File: config.mk
export PLATFORM = sky130hd
export DESIGN_NAME = sec_down_timer
export DESIGN_NICKNAME = d
export VERILOG_FILES = /design/src/rtl/sdt_pkg.sv /design/src/rtl/sdt_tick_sel.sv /design/src/rtl/sdt_counter.sv /design/src/rtl/sdt_status.sv /design/src/rtl/sec_down_timer.sv
export SDC_FILE = /design/constraint.sdc
export NUM_CORES = 1
export LEC_CHECK = 0
export ABC_AREA = 1
export BUFFER_PORTS_ARGS = -buffer_cell sky130_fd_sc_hd__buf_2
export CAP_MARGIN = 25
export CORE_ASPECT_RATIO = 1.1
export CORE_MARGIN = 5
export CORE_UTILIZATION = 35
export DETAILED_ROUTE_END_ITERATION = 8
export PLACE_DENSITY = 0.56
export SLEW_MARGIN = 20
export SYNTH_ARGS = -nofsm -noshare
export SYNTH_HDL_FRONTEND = slang
export SYNTH_SLANG_ARGS = --single-unit
File: constraint.sdc
create_clock -name clk -period 1.03 [get_ports clk]
set_input_delay 0.103 -clock clk [delete_from_list [all_inputs] [get_ports clk]]
set_output_delay 0.103 -clock clk [all_outputs]
set_load 0.05 [all_outputs]
File: src/rtl/sdt_pkg.sv
package sdt_pkg;

  typedef enum logic [1:0] {
    TM_OFF   = 2'b00,
    TM_COUNT = 2'b01,
    TM_WATCH = 2'b10,
    TM_RSVD  = 2'b11
  } tmode_e;

  // control register bit positions
  localparam int CTL_WD_FLAG = 7;
  localparam int CTL_CD_FLAG = 6;
  localparam int CTL_WD_IE   = 2;
  localparam int CTL_CD_IE   = 1;

  // mode register bit positions
  localparam int MOD_PULSE = 7;
  localparam int MOD_LO    = 1;

  // register addresses
  localparam int ADR_CTRL = 0;
  localparam int ADR_MODE = 1;
  localparam int ADR_SEL  = 2;
  localparam int ADR_CNT  = 3;

endpackage

File: src/rtl/sdt_tick_sel.sv
module sdt_tick_sel #(
  parameter int NSRC  = 5,
  parameter int SEL_W = 3
) (
  input  logic             clk,
  input  logic             rst_n,
  input  logic [NSRC-1:0]  src_tick,
  input  logic [SEL_W-1:0] sel,
  output logic             tick
);

  logic [NSRC-1:0] hit;

  generate
    for (genvar gi = 0; gi < NSRC; gi++) begin : g_src
      assign hit[gi] = src_tick[gi] & (sel == SEL_W'(gi));
    end
  endgenerate

  assign tick = |hit;

  // an out-of-range code never yields a tick
  a_r3_no_tick_out_of_range: assert property (@(posedge clk) disable iff (!rst_n)
    (int'(sel) >= NSRC) |-> !tick);

endmodule

File: src/rtl/sdt_counter.sv
module sdt_counter #(
  parameter int CNT_W = 8
) (
  input  logic             clk,
  input  logic             rst_n,
  input  logic             tick,
  input  logic             run_cd,
  input  logic             run_wd,
  input  logic             load,
  input  logic [CNT_W-1:0] load_val,
  input  logic [CNT_W-1:0] reload_val,
  output logic [CNT_W-1:0] cnt,
  output logic             expire
);

  localparam logic [CNT_W-1:0] C_ONE  = CNT_W'(1);
  localparam logic [CNT_W-1:0] C_ZERO = '0;

  logic             active;
  logic             step;
  logic             cnt_en;
  logic [CNT_W-1:0] cnt_d;
  logic [CNT_W-1:0] cnt_q;

  assign active = run_cd | run_wd;
  assign step   = tick & active & (cnt_q != C_ZERO);
  assign expire = step & (cnt_q == C_ONE);

  always_comb begin
    cnt_en = 1'b0;
    cnt_d  = cnt_q;
    if (load) begin
      cnt_en = 1'b1;
      cnt_d  = load_val;
    end else if (expire) begin
      cnt_en = 1'b1;
      cnt_d  = run_cd ? reload_val : C_ZERO;
    end else if (step) begin
      cnt_en = 1'b1;
      cnt_d  = cnt_q - C_ONE;
    end
  end

  always_ff @(posedge clk or negedge rst_n) begin
    if (!rst_n) begin
      cnt_q <= '0;
    end else if (cnt_en) begin
      cnt_q <= cnt_d;
    end
  end

  assign cnt = cnt_q;

  // a stopped counter holds unless written
  a_r2_idle_hold: assert property (@(posedge clk) disable iff (!rst_n)
    (!run_cd && !run_wd && !load) |=> $stable(cnt_q));

  // without a tick or a write the count never moves
  a_r4_tick_only: assert property (@(posedge clk) disable iff (!rst_n)
    (!tick && !load) |=> $stable(cnt_q));

  // countdown expiry restarts from the stored start value
  a_r5_cd_reload: assert property (@(posedge clk) disable iff (!rst_n)
    (expire && run_cd && !load) |=> (cnt_q == $past(reload_val)));

  // watchdog parks at zero until written
  a_r6_wd_park: assert property (@(posedge clk) disable iff (!rst_n)
    (run_wd && (cnt_q == C_ZERO) && !load) |=> (cnt_q == C_ZERO));

endmodule

File: src/rtl/sdt_status.sv
module sdt_status (
  input  logic clk,
  input  logic rst_n,
  input  logic wr_ctrl,
  input  logic wr_wd_ie,
  input  logic wr_cd_ie,
  input  logic wr_cd_keep,
  input  logic rd_ctrl,
  input  logic expire,
  input  logic run_cd,
  input  logic run_wd,
  input  logic tick,
  input  logic pulsed,
  output logic wd_flag,
  output logic cd_flag,
  output logic wd_ie,
  output logic cd_ie,
  output logic irq
);

  logic wd_flag_q, wd_flag_d;
  logic cd_flag_q, cd_flag_d;
  logic wd_ie_q, wd_ie_d;
  logic cd_ie_q, cd_ie_d;
  logic pulse_q, pulse_d;
  logic wd_hit, cd_hit;
  logic level;

  assign wd_hit = expire & run_wd;
  assign cd_hit = expire & run_cd;

  always_comb begin
    wd_ie_d = wd_ie_q;
    cd_ie_d = cd_ie_q;
    if (wr_ctrl) begin
      wd_ie_d = wr_wd_ie;
      cd_ie_d = wr_cd_ie;
    end
  end

  always_comb begin
    wd_flag_d = wd_flag_q;
    if (wd_hit) begin
      wd_flag_d = 1'b1;
    end else if (rd_ctrl) begin
      wd_flag_d = 1'b0;
    end
  end

  always_comb begin
    cd_flag_d = cd_flag_q;
    if (cd_hit) begin
      cd_flag_d = 1'b1;
    end else if (wr_ctrl && !wr_cd_keep) begin
      cd_flag_d = 1'b0;
    end
  end

  always_comb begin
    pulse_d = pulse_q;
    if ((wd_hit && wd_ie_q) || (cd_hit && cd_ie_q)) begin
      pulse_d = 1'b1;
    end else if (tick) begin
      pulse_d = 1'b0;
    end
  end

  always_ff @(posedge clk or negedge rst_n) begin
    if (!rst_n) begin
      wd_flag_q <= 1'b0;
      cd_flag_q <= 1'b0;
      wd_ie_q   <= 1'b0;
      cd_ie_q   <= 1'b0;
      pulse_q   <= 1'b0;
    end else begin
      wd_flag_q <= wd_flag_d;
      cd_flag_q <= cd_flag_d;
      wd_ie_q   <= wd_ie_d;
      cd_ie_q   <= cd_ie_d;
      pulse_q   <= pulse_d;
    end
  end

  assign level   = (wd_flag_q & wd_ie_q) | (cd_flag_q & cd_ie_q);
  assign irq     = pulsed ? pulse_q : level;
  assign wd_flag = wd_flag_q;
  assign cd_flag = cd_flag_q;
  assign wd_ie   = wd_ie_q;
  assign cd_ie   = cd_ie_q;

  // a control read clears the watchdog flag unless an expiry collides
  a_r7_read_clears: assert property (@(posedge clk) disable iff (!rst_n)
    (rd_ctrl && !wd_hit) |=> !wd_flag_q);

  // collision keeps the flag
  a_r7_collision_sets: assert property (@(posedge clk) disable iff (!rst_n)
    wd_hit |=> wd_flag_q);

  // writing a one to bit 6 never clears the countdown flag
  a_r8_keep_cd: assert property (@(posedge clk) disable iff (!rst_n)
    (cd_flag_q && wr_ctrl && wr_cd_keep) |=> cd_flag_q);

  // level interrupt needs a flag behind it
  a_r9_level_has_flag: assert property (@(posedge clk) disable iff (!rst_n)
    (!pulsed && irq) |-> (wd_flag_q || cd_flag_q));

  // the pulse ends at the next selected tick
  a_r10_pulse_ends: assert property (@(posedge clk) disable iff (!rst_n)
    (pulsed && pulse_q && tick && !expire) |=> !pulse_q);

endmodule

File: src/rtl/sec_down_timer.sv
module sec_down_timer
  import sdt_pkg::*;
#(
  parameter int NSRC   = 5,
  parameter int SEL_W  = 3,
  parameter int DATA_W = 8,
  parameter int ADDR_W = 2
) (
  input  logic              clk,
  input  logic              rst_n,
  input  logic [NSRC-1:0]   src_tick,
  input  logic              bus_wr,
  input  logic              bus_rd,
  input  logic [ADDR_W-1:0] bus_addr,
  input  logic [DATA_W-1:0] bus_wdata,
  output logic [DATA_W-1:0] bus_rdata,
  output logic              irq
);

  localparam int CNT_W = DATA_W;

  // reset: asserted asynchronously, released through two flops
  logic [1:0] rst_pipe;
  logic       rst_core_n;

  always_ff @(posedge clk or negedge rst_n) begin
    if (!rst_n) begin
      rst_pipe <= 2'b00;
    end else begin
      rst_pipe <= {rst_pipe[0], 1'b1};
    end
  end

  assign rst_core_n = rst_pipe[1];

  // address decode
  logic wr_ctrl, wr_mode, wr_sel, wr_cnt, rd_ctrl;

  assign wr_ctrl = bus_wr & (bus_addr == ADDR_W'(ADR_CTRL));
  assign wr_mode = bus_wr & (bus_addr == ADDR_W'(ADR_MODE));
  assign wr_sel  = bus_wr & (bus_addr == ADDR_W'(ADR_SEL));
  assign wr_cnt  = bus_wr & (bus_addr == ADDR_W'(ADR_CNT));
  assign rd_ctrl = bus_rd & (bus_addr == ADDR_W'(ADR_CTRL));

  // configuration registers
  tmode_e           mode_q, mode_d;
  logic             pulsed_q, pulsed_d;
  logic [SEL_W-1:0] sel_q, sel_d;
  logic [CNT_W-1:0] reload_q, reload_d;

  always_comb begin
    mode_d   = mode_q;
    pulsed_d = pulsed_q;
    sel_d    = sel_q;
    reload_d = reload_q;
    if (wr_mode) begin
      mode_d   = tmode_e'(bus_wdata[MOD_LO+1:MOD_LO]);
      pulsed_d = bus_wdata[MOD_PULSE];
    end
    if (wr_sel) begin
      sel_d = bus_wdata[SEL_W-1:0];
    end
    if (wr_cnt) begin
      reload_d = bus_wdata[CNT_W-1:0];
    end
  end

  always_ff @(posedge clk or negedge rst_core_n) begin
    if (!rst_core_n) begin
      mode_q   <= TM_OFF;
      pulsed_q <= 1'b0;
      sel_q    <= '0;
      reload_q <= '0;
    end else begin
      mode_q   <= mode_d;
      pulsed_q <= pulsed_d;
      sel_q    <= sel_d;
      reload_q <= reload_d;
    end
  end

  logic run_cd, run_wd;
  assign run_cd = (mode_q == TM_COUNT);
  assign run_wd = (mode_q == TM_WATCH);

  // datapath
  logic             tick;
  logic             expire;
  logic [CNT_W-1:0] cnt;
  logic             wd_flag, cd_flag, wd_ie, cd_ie;

  sdt_tick_sel #(
    .NSRC  (NSRC),
    .SEL_W (SEL_W)
  ) u_sel (
    .clk      (clk),
    .rst_n    (rst_core_n),
    .src_tick (src_tick),
    .sel      (sel_q),
    .tick     (tick)
  );

  sdt_counter #(
    .CNT_W (CNT_W)
  ) u_cnt (
    .clk        (clk),
    .rst_n      (rst_core_n),
    .tick       (tick),
    .run_cd     (run_cd),
    .run_wd     (run_wd),
    .load       (wr_cnt),
    .load_val   (bus_wdata[CNT_W-1:0]),
    .reload_val (reload_q),
    .cnt        (cnt),
    .expire     (expire)
  );

  sdt_status u_stat (
    .clk        (clk),
    .rst_n      (rst_core_n),
    .wr_ctrl    (wr_ctrl),
    .wr_wd_ie   (bus_wdata[CTL_WD_IE]),
    .wr_cd_ie   (bus_wdata[CTL_CD_IE]),
    .wr_cd_keep (bus_wdata[CTL_CD_FLAG]),
    .rd_ctrl    (rd_ctrl),
    .expire     (expire),
    .run_cd     (run_cd),
    .run_wd     (run_wd),
    .tick       (tick),
    .pulsed     (pulsed_q),
    .wd_flag    (wd_flag),
    .cd_flag    (cd_flag),
    .wd_ie      (wd_ie),
    .cd_ie      (cd_ie),
    .irq        (irq)
  );

  // read mux
  always_comb begin
    bus_rdata = '0;
    unique case (int'(bus_addr))
      ADR_CTRL: begin
        bus_rdata[CTL_WD_FLAG] = wd_flag;
        bus_rdata[CTL_CD_FLAG] = cd_flag;
        bus_rdata[CTL_WD_IE]   = wd_ie;
        bus_rdata[CTL_CD_IE]   = cd_ie;
      end
      ADR_MODE: begin
        bus_rdata[MOD_PULSE]         = pulsed_q;
        bus_rdata[MOD_LO+1:MOD_LO]   = mode_q;
      end
      ADR_SEL:  bus_rdata[SEL_W-1:0] = sel_q;
      ADR_CNT:  bus_rdata[CNT_W-1:0] = cnt;
      default:  bus_rdata = '0;
    endcase
  end

  // a watchdog flag only rises while in watchdog mode
  a_r6_wd_flag_mode: assert property (@(posedge clk) disable iff (!rst_core_n)
    $rose(wd_flag) |-> $past(run_wd));

  // irq low while held in reset
  a_r1_reset_quiet: assert property (@(posedge clk) !rst_core_n |-> !irq);

endmodule

==> impl_metrics.ini, run 1 <==
[status]
status = finished, violations left
failed_checks = negative setup slack

[routing]
drtIter0Drc = 71
routedWlPerCell_um = 12.8
drtAntennaViolNets = 0
viasPerCell = 4.60
wirelength_mm = 4.91
vias = 1758
drc_errors = 0
first_pass_iters = 4

[cts]
clock_latency_ns = 0.28
cts_tree = built
path_clk_slew_ns = 0.07
cts-htree-levels = 2
clockBufferDepth = 2
clock-sinks = 29
cts_root_buffer = clkbuf_8
numCtsBuffers = 5

[die]
start_util_pct = 36.6
die_area_um2 = 6860
core_area_um2 = 5070
num_rows = 27
pin_count = 28
dieWidth_um = 79.4
dieHeight_um = 86.4

[timing]
timing.final.ws_setup_ns = -0.515
slew_viol_final = 0
finalSetupViolations = 20
fmax_mhz = 647
rsz0062_at_grt = yes
hold_viol = 0
finalCriticalPeriod_ns = 1.55
finalCritPeriodShare_pct = 150
skew_ns = 0.00766

[run]
maxCapViolCount = 0

[global_route]
grt_pass1_vias = 1785
grt_max_degree = 28
grt_pass1_wl_mm = 8.47
antenna_found_initial = 0
top_usage_layer = met2
met3_usage_pct = 3.12
track_usage_pct = 15.9
grt-ovfl-total = 0
grt_util_met2_pct = 26.5
use_met1_pct = 20.7

[placed_design]
hpwl_mm = 3.81
dp_cells = 366
gp_congestion = 0.820
port_buffers = 27

[synthesis]
syn_avg_cell_area_um2 = 7.76
ys.flop_type = dfrtp_1
netlist_area_um2 = 1860
syn_nets = 268
synthCells = 239
yosys_warnings = 0
async_flop_share_pct = 100
ys_ff_latch = 29
synth_edf_count = 0
seq_area_frac_synth_pct = 39.1
synth_cell_types = 28

[worst_setup_path]
path_class = flip-flop to flip-flop
critical_path.cell_chain = inv_2, buf_6, ha_4, nand2_2, nor2_2, nor2_4, nand3_4, nand2_2, nand3_2, a21oi_2
crit_path_end_kind = flip-flop
critPathArrivalTime_ns = 1.76
cp_max_fo = 10
reg2reg_slack_ns = -0.52
crit_top_cell = nand2_2
start_kind = flip-flop
cp.required_ns = 1.24
crit_path_top_delay_cell = dfrtp_1
slowest_delay_ns = 0.36

[pwr]
p_total_w = 0.00573
power_density_nw_per_um2 = 2060
ir_worst_vdd_mv = 0.902
p_leak_nw = 1.44

[finish]
area_growth_syn_to_layout_pct = 50.2
fin_nets = 352
antenna_cells = 0
final_cells = 382
layout_common_cells = nand2_1 (65), buf_4 (44), dfrtp_1 (29)
drive_above_1_share_pct = 43.5
final_common_cell = nand2_1

[worst_hold_path]
hold_class = primary input to flip-flop
what timing repair did:
item                                   CTS  global route
hold buffers                             1             0
gates resized for setup                 46            12
setup endpoints to repair               20            20
endpoints found under the hold margin    2             0
setup buffers                            2             5
pin swaps                                8            12
cell type report:
type                    instances  area [um2]
fillers                       475        2280
clock inverters                 2        10.0
clock buffers                   6        72.6
repair buffers                 82         664
inverters                      34         128
flip-flops and latches         29         726
multi-input cells             171        1110
well taps                      58        72.6
synth_stat cells, types with 4 or more instances:
library cell   n  share of area, %
ha_1          10               6.7
nor2_2         4               1.3
nor2_1         8               1.6
nand2_2        4               1.3
o22ai_1        4               1.3
inv_1         33               6.7
nand4_1       10               3.4
o21ai_0       10               2.7
dfrtp_1       29                39
nand3_1       18               4.9
nand2_1       72                15
a21oi_1        5               1.3
worst max-delay path, delay by kind of cell, from the launching register on:
kind	cells	cell delay (ns)
AO/OA/AOI/OAI	1	0.13
adder cells (fa/ha/maj)	1	0.15
buffers and inverters	2	0.19
flip-flops	1	0.36
AND/OR/NAND/NOR	6	0.65
per-layer routing:
layer / vias to the layer above / wire length, um
met3: 6 / 133
met4: 0 / 59
met2: 23 / 2400
li1: 936 / -
met1: 793 / 2310
met5: - / 0
registers in the layout, indices dropped and copies added (netlist names):
signal / cells
u_stat.pulse_q: 1
u_cnt.cnt: 8
u_stat.cd_flag: 1
sel_q: 3
u_stat.wd_ie: 1
u_stat.cd_ie: 1
pulsed_q: 1
u_stat.wd_flag: 1
mode_q: 2
rst_pipe: 2
reload_q: 8
through the flow:
stage	instance area, um2	worst slack, ns	hold WS [ns]	TNS (ns)	utilization, %
global placement	2460	-0.501	-0.113	-5.92	48.6
floorplan	1930	-0.360	-0.193	-4.19	-
detailed placement	2460	-0.514	-0.110	-6.10	48.6
global route	2790	-0.621	0.0547	-9.27	55.0
CTS	2700	-0.500	0.0353	-6.77	53.3
finish	2790	-0.515	0.0423	-7.49	55.0
worst paths after layout:
| path | start | to | depth (start not counted) |
|---|---|---|---|
| setup reg to reg | u_cnt.cnt[1]$_DFFE_PN0P_ | u_cnt.cnt[5]$_DFFE_PN0P_ | 10 |
| max in group asynchronous | rst_pipe[1]$_DFF_PN0_ | reload_q[0]$_DFFE_PN0P_ | 1 |
| min in group asynchronous | rst_n | rst_pipe[0]$_DFF_PN0_ | 2 |
| hold / removal | bus_wdata[5] | reload_q[5]$_DFFE_PN0P_ | 3 |
| setup / recovery | u_cnt.cnt[1]$_DFFE_PN0P_ | u_cnt.cnt[5]$_DFFE_PN0P_ | 10 |
| hold reg to reg | rst_pipe[1]$_DFF_PN0_ | u_cnt.cnt[0]$_DFFE_PN0P_ | 1 |
report_power, final:
group / switching [W] / internal [W]
clock network: 0.000436 / 0.000467
registers: 0.000214 / 0.00140
logic: 0.00163 / 0.00159
total: 0.00228 / 0.00345
kinds of logic (layout without fill, tap and decap cells):
family          count (synthesis)  count (layout)  synth area share, %
compound gates                 30              30                 10.1
flops                          29              29                 39.1
fa+ha+maj                      10              10                 6.74
xor+xnor                        5               5                 2.36
simple gates                  125             125                 32.7
other cells                     1               1                0.202
buf+inv                        39             124                 8.77
Power figures use the tool's default switching activity.
==> inputs of run 2 (changes only) <==
clock period = 1.9 ns   (was 1.03 ns; I/O delays follow)
==> run 2 against run 1 <==
Effect of this change: largest power group unchanged; register-to-register slack better by 0.78 ns; worst setup slack better by 0.78 ns; critical path depth down 3; via count down 9.0%; clock skew up 0.0026 ns; non-clock buffer count down 51; the run now ends clean; sequential power down 44%.
==> impl_metrics.ini, run 2 (synthesis gave the netlist of run 1 again) <==
[worst_setup_path]
path_class = flip-flop to flip-flop
rr_worst_depth = 7
crit_path_top_delay_cell = dfrtp_1
cp_max_fo = 9
slowest_delay_ns = 0.41
crit_path_end_kind = flip-flop
reg2reg_from = mode_q[0]$_DFFE_PN0P_
reg2reg_slack_ns = 0.27
critPathLaunch = mode_q[0]$_DFFE_PN0P_
start_kind = flip-flop
critPathArrivalTime_ns = 1.85
cp.required_ns = 2.12
r2r_end = u_cnt.cnt[1]$_DFFE_PN0P_
crit_path_end = u_cnt.cnt[1]$_DFFE_PN0P_
critical_path.cell_chain = inv_1, ha_1, nor2_4, nand2_4, nor2_1, nand3_1, nand3_1
crit_top_cell = nand3_1

[die]
pin_count = 28
dieHeight_um = 86.4
start_util_pct = 36.6
dieWidth_um = 79.4
core_area_um2 = 5070
die_area_um2 = 6860
num_rows = 27

[routing]
first_pass_iters = 5
drtAntennaViolNets = 0
vias = 1600
drc_errors = 0
wirelength_mm = 4.31
routedWlPerCell_um = 13.0
viasPerCell = 4.83
drtIter0Drc = 86

[cts]
clock_latency_ns = 0.28
cts_hold_buf = 1
cts_tree = built
path_clk_slew_ns = 0.07
cts_root_buffer = clkbuf_8
cts-htree-levels = 2
clockBufferDepth = 2
cts_resized = 0
cts_setup_buffers = 0
numCtsBuffers = 5
clock-sinks = 29

[placed_design]
port_buffers = 27
gp_congestion = 0.776
hpwl_mm = 3.42
pre_cts_slack_ns = 0.279

[timing]
finalCriticalPeriod_ns = 1.63
setup-tns-final_ns = 0
hold_viol = 0
fmax_mhz = 613
finalSetupViolations = 0
slew_viol_final = 0
finalCritPeriodShare_pct = 85.9
timing.final.ws_setup_ns = 0.267
skew_ns = 0.0103
rsz0062_at_grt = no

[finish]
area_growth_syn_to_layout_pct = 15.5
drive_above_1_share_pct = 21.2
layout_common_cells = nand2_1 (72), inv_1 (33), dfrtp_1 (29)
antenna_cells = 0
multiInputGateArea_um2 = 967
fin_nets = 301
ff_latch_area_um2 = 726
nFillCells = 512
final_common_cell = nand2_1

[run]
maxCapViolCount = 0

[global_route]
grt_pass1_vias = 1628
grt-ovfl-total = 0
antenna_found_initial = 0
grt_pass1_wl_mm = 7.71
grt_max_degree = 28
track_usage_pct = 14.2

[pwr]
power_density_nw_per_um2 = 1120
ir_worst_vdd_mv = 0.369
p_leak_nw = 1.15

[worst_hold_path]
hold_class = primary input to flip-flop
hold_path_startpoint = bus_wdata[4]

[status]
status = complete, no violations
-- run 2: cell count changes in the layout (fill, tap and decap cells not counted), moves of 4 or more --
| cell | change |
|---|---|
| nand2_2 | -6 |
| buf_4 | -41 |
| inv_2 | -8 |
| buf_2 | +9 |
| inv_1 | +8 |
| a21oi_1 | +4 |
| nand2_1 | +7 |
| buf_6 | -15 |
-- run 2: area by class of cell --
cell class / count / share of cell area [%]
Sequential cell: 29 / 33.9
Clock buffer: 6 / 3.39
Clock inverter: 2 / 0.467
Multi-Input combinational cell: 171 / 45.1
Timing Repair Buffer: 31 / 7.82
Tap cell: 58 / 3.39
Inverter: 34 / 5.95
-- run 2: power by group --
part           switching, W  total [W]  leakage [nW]  internal, W
clock network      0.000234   0.000487        0.0450     0.000253
registers          0.000151   0.000907         0.358     0.000756
logic              0.000652    0.00102         0.743     0.000364
-- run 2: how the worst min path moves through the flow --
stage | cells after the start | slack [ns] | end
finish | 3 | 0.12 | reload_q[4]$_DFFE_PN0P_
global route | 3 | 0.16 | reload_q[3]$_DFFE_PN0P_
CTS | 3 | 0.13 | reload_q[4]$_DFFE_PN0P_
detailed placement | 1 | -0.02 | rst_pipe[0]$_DFF_PN0_
global placement | 1 | -0.02 | rst_pipe[0]$_DFF_PN0_
floorplan | 0 | -0.11 | rst_pipe[0]$_DFF_PN0_
-- run 2: critical path, delay by kind of cell (launching register included) --
kind	cells	cell delay [ns]
buffers and inverters	1	0.06
flip-flops	1	0.41
AND/OR/NAND/NOR	5	0.76
adder cells (fa/ha/maj)	1	0.32
-- run 2: stage by stage --
stage,hold WS (ns),total power (W),std cells,cell area [um2],util [%]
final,0.125,0.00241,331,2140,42.3
after global routing,0.158,0.00263,331,2140,42.3
after CTS,0.131,0.00242,331,2140,42.3
after detailed placement,-0.0215,0.00193,322,2050,40.5
after global placement,-0.0249,0.00193,322,2050,40.5
after floorplan,-0.106,0.00172,239,1860,-
-- run 2: layer usage --
metal,GRT usage (%),vias up,wire (um),share of wire (%)
met5,0,-,0,0
li1,-,839,-,-
met1,19.3,722,2100,49
met3,2.60,6,169,3.9
met2,22.4,33,1970,46
met4,5.16,0,74,1.7
==> inputs of run 3 (changes only) <==
CORE_UTILIZATION = 30   (was 35)
PLACE_DENSITY = 0.5   (was 0.56)
RECOVER_POWER = 50   (was default)
==> run 3 against run 2 <==
Effect of this change: clock skew about the same; via count down 1.6%; combinational power about the same; sequential cell count unchanged; critical path depth down 2; hold slack worse by 0.0087 ns; count of clock-buffer cells in the layout unchanged; worst setup slack worse by 0.018 ns; routed wire length up 5.5%; clock power up 40%; core utilization down 5.9 points; global-route usage down 1.6 points; highest routed layer unchanged.
==> impl_metrics.ini, run 3 (synthesis gave the netlist of run 1 again) <==
[status]
status = complete, no violations

[finish]
antenna_cells = 0
final_common_cell = nand2_1
utilization_pct = 36.4
fin_nets = 302
area_growth_syn_to_layout_pct = 19.2
postLayoutCellArea_um2 = 2210
layout_common_cells = nand2_1 (72), inv_1 (33), dfrtp_1 (29)
drive_above_1_share_pct = 21.2

[placed_design]
gp_congestion = 0.807
hpwl_mm = 3.63
dpl_cell_area_um2 = 2090
port_buffers = 27

[worst_setup_path]
crit_path_end_kind = output pin
critPathLaunch = u_cnt.cnt[2]$_DFFE_PN0P_
critPathArrivalTime_ns = 1.46
path_class = flip-flop to output pin
crit_path_end = bus_rdata[2]
start_kind = flip-flop
cp_max_fo = 4
cp.required_ns = 1.71
path_buf_inv = 2
r2r_end = u_cnt.cnt[1]$_DFFE_PN0P_
reg2reg_slack_ns = 0.28
slowest_delay_ns = 0.42
reg2reg_from = u_cnt.cnt[0]$_DFFE_PN0P_
worstSetupPathDepth = 5
critPathTopFamily = flip-flops
rr_worst_depth = 9
critical_path.cell_chain = inv_1, o22ai_1, a211oi_1, a21oi_1, buf_2
crit_path_top_delay_cell = dfrtp_1

[pwr]
p_total_w = 0.00260
power_density_nw_per_um2 = 1180
ir_worst_vdd_mv = 0.405
p_leak_nw = 1.15

[timing]
finalCritPeriodShare_pct = 86.9
whs_ns = 0.116
slew_headroom_pct = 54.1
rsz0062_at_grt = no
fmax_mhz = 606
tightest_slew_ns = 0.688
setup-tns-final_ns = 0
hold_viol = 0
skew_ns = 0.0100
finalCriticalPeriod_ns = 1.65
slew_viol_final = 0
finalSetupViolations = 0

[cts]
clock_latency_ns = 0.29
clockBufferDepth = 2
cts_root_buffer = clkbuf_8
cts_tree = built
numCtsBuffers = 5
path_clk_slew_ns = 0.07
cts-htree-levels = 2
clock-sinks = 29

[die]
num_rows = 30
pin_count = 28
dieWidth_um = 85.0
start_util_pct = 30.5
die_area_um2 = 7860
dieHeight_um = 92.5
core_area_um2 = 6080

[routing]
routedWlPerCell_um = 12.8
viasPerCell = 4.45
wirelength_mm = 4.55
drtIter0Drc = 89
drc_errors = 0
drtAntennaViolNets = 0
first_pass_iters = 4
vias = 1575

[global_route]
grt_pass1_vias = 1614
grt_max_degree = 28
antenna_found_initial = 0
grt-ovfl-total = 0
grt_pass1_wl_mm = 7.70
track_usage_pct = 12.6

[worst_hold_path]
hold_class = primary input to flip-flop

[run]
maxCapViolCount = 0
run 3: cell type report:
cell class                      instances  area, um2
Tap cell                               80        100
Sequential cell                        29        726
Clock inverter                          2       37.5
Inverter                               34        128
Clock buffer                            6       82.6
Multi-Input combinational cell        171        970
Timing Repair Buffer                   32        169
Fill cell                             661       3870
run 3: where the power goes:
group / internal [W] / switching [W] / leakage [nW] / total, W
Combinational: 0.000367 / 0.000659 / 0.738 / 0.00103
Clock: 0.000426 / 0.000257 / 0.0574 / 0.000683
Sequential: 0.000755 / 0.000140 / 0.358 / 0.000895
Total: 0.00155 / 0.00106 / 1.15 / 0.00260
run 3: layer usage:
layer / global-route usage, % / vias to the layer above / wire length, um
met5: 0 / - / 0
met4: 5.94 / 0 / 89
met3: 2.67 / 6 / 127
met2: 20.4 / 16 / 2120
met1: 15.8 / 723 / 2220
li1: - / 830 / -
run 3: worst min path at each step:
stage | cells after the start | slack, ns | start | to
detailed placement | 1 | -0.02 | rst_n | rst_pipe[0]$_DFF_PN0_
floorplan | 0 | -0.11 | rst_n | rst_pipe[0]$_DFF_PN0_
global route | 3 | 0.12 | bus_wdata[5] | reload_q[5]$_DFFE_PN0P_
global placement | 1 | -0.02 | rst_n | rst_pipe[0]$_DFF_PN0_
finish | 3 | 0.12 | bus_wdata[5] | reload_q[5]$_DFFE_PN0P_
CTS | 3 | 0.11 | bus_wdata[5] | reload_q[5]$_DFFE_PN0P_
run 3: worst min-delay path, stage by stage:
cell and delay (ns):
buf_2 0.07, nand2_1 0.05, nand2_1 0.05
run 3: timing repair:
item | 4_1_cts | 5_1_grt
buffers inserted | 0 | 0
endpoints found under the hold margin | 2 | 0
endpoints found under the setup margin | 0 | 1
gates resized for setup | 0 | 1
hold buffers | 1 | 0
run 3: per-stage QoR:
step / setup WS (ns) / instances
6_report: 0.249 / 354
5_1_grt: 0.110 / 354
4_1_cts: 0.187 / 354
3_5_place_dp: 0.212 / 345
3_3_place_gp: 0.287 / 345
2_1_floorplan: 0.236 / 239
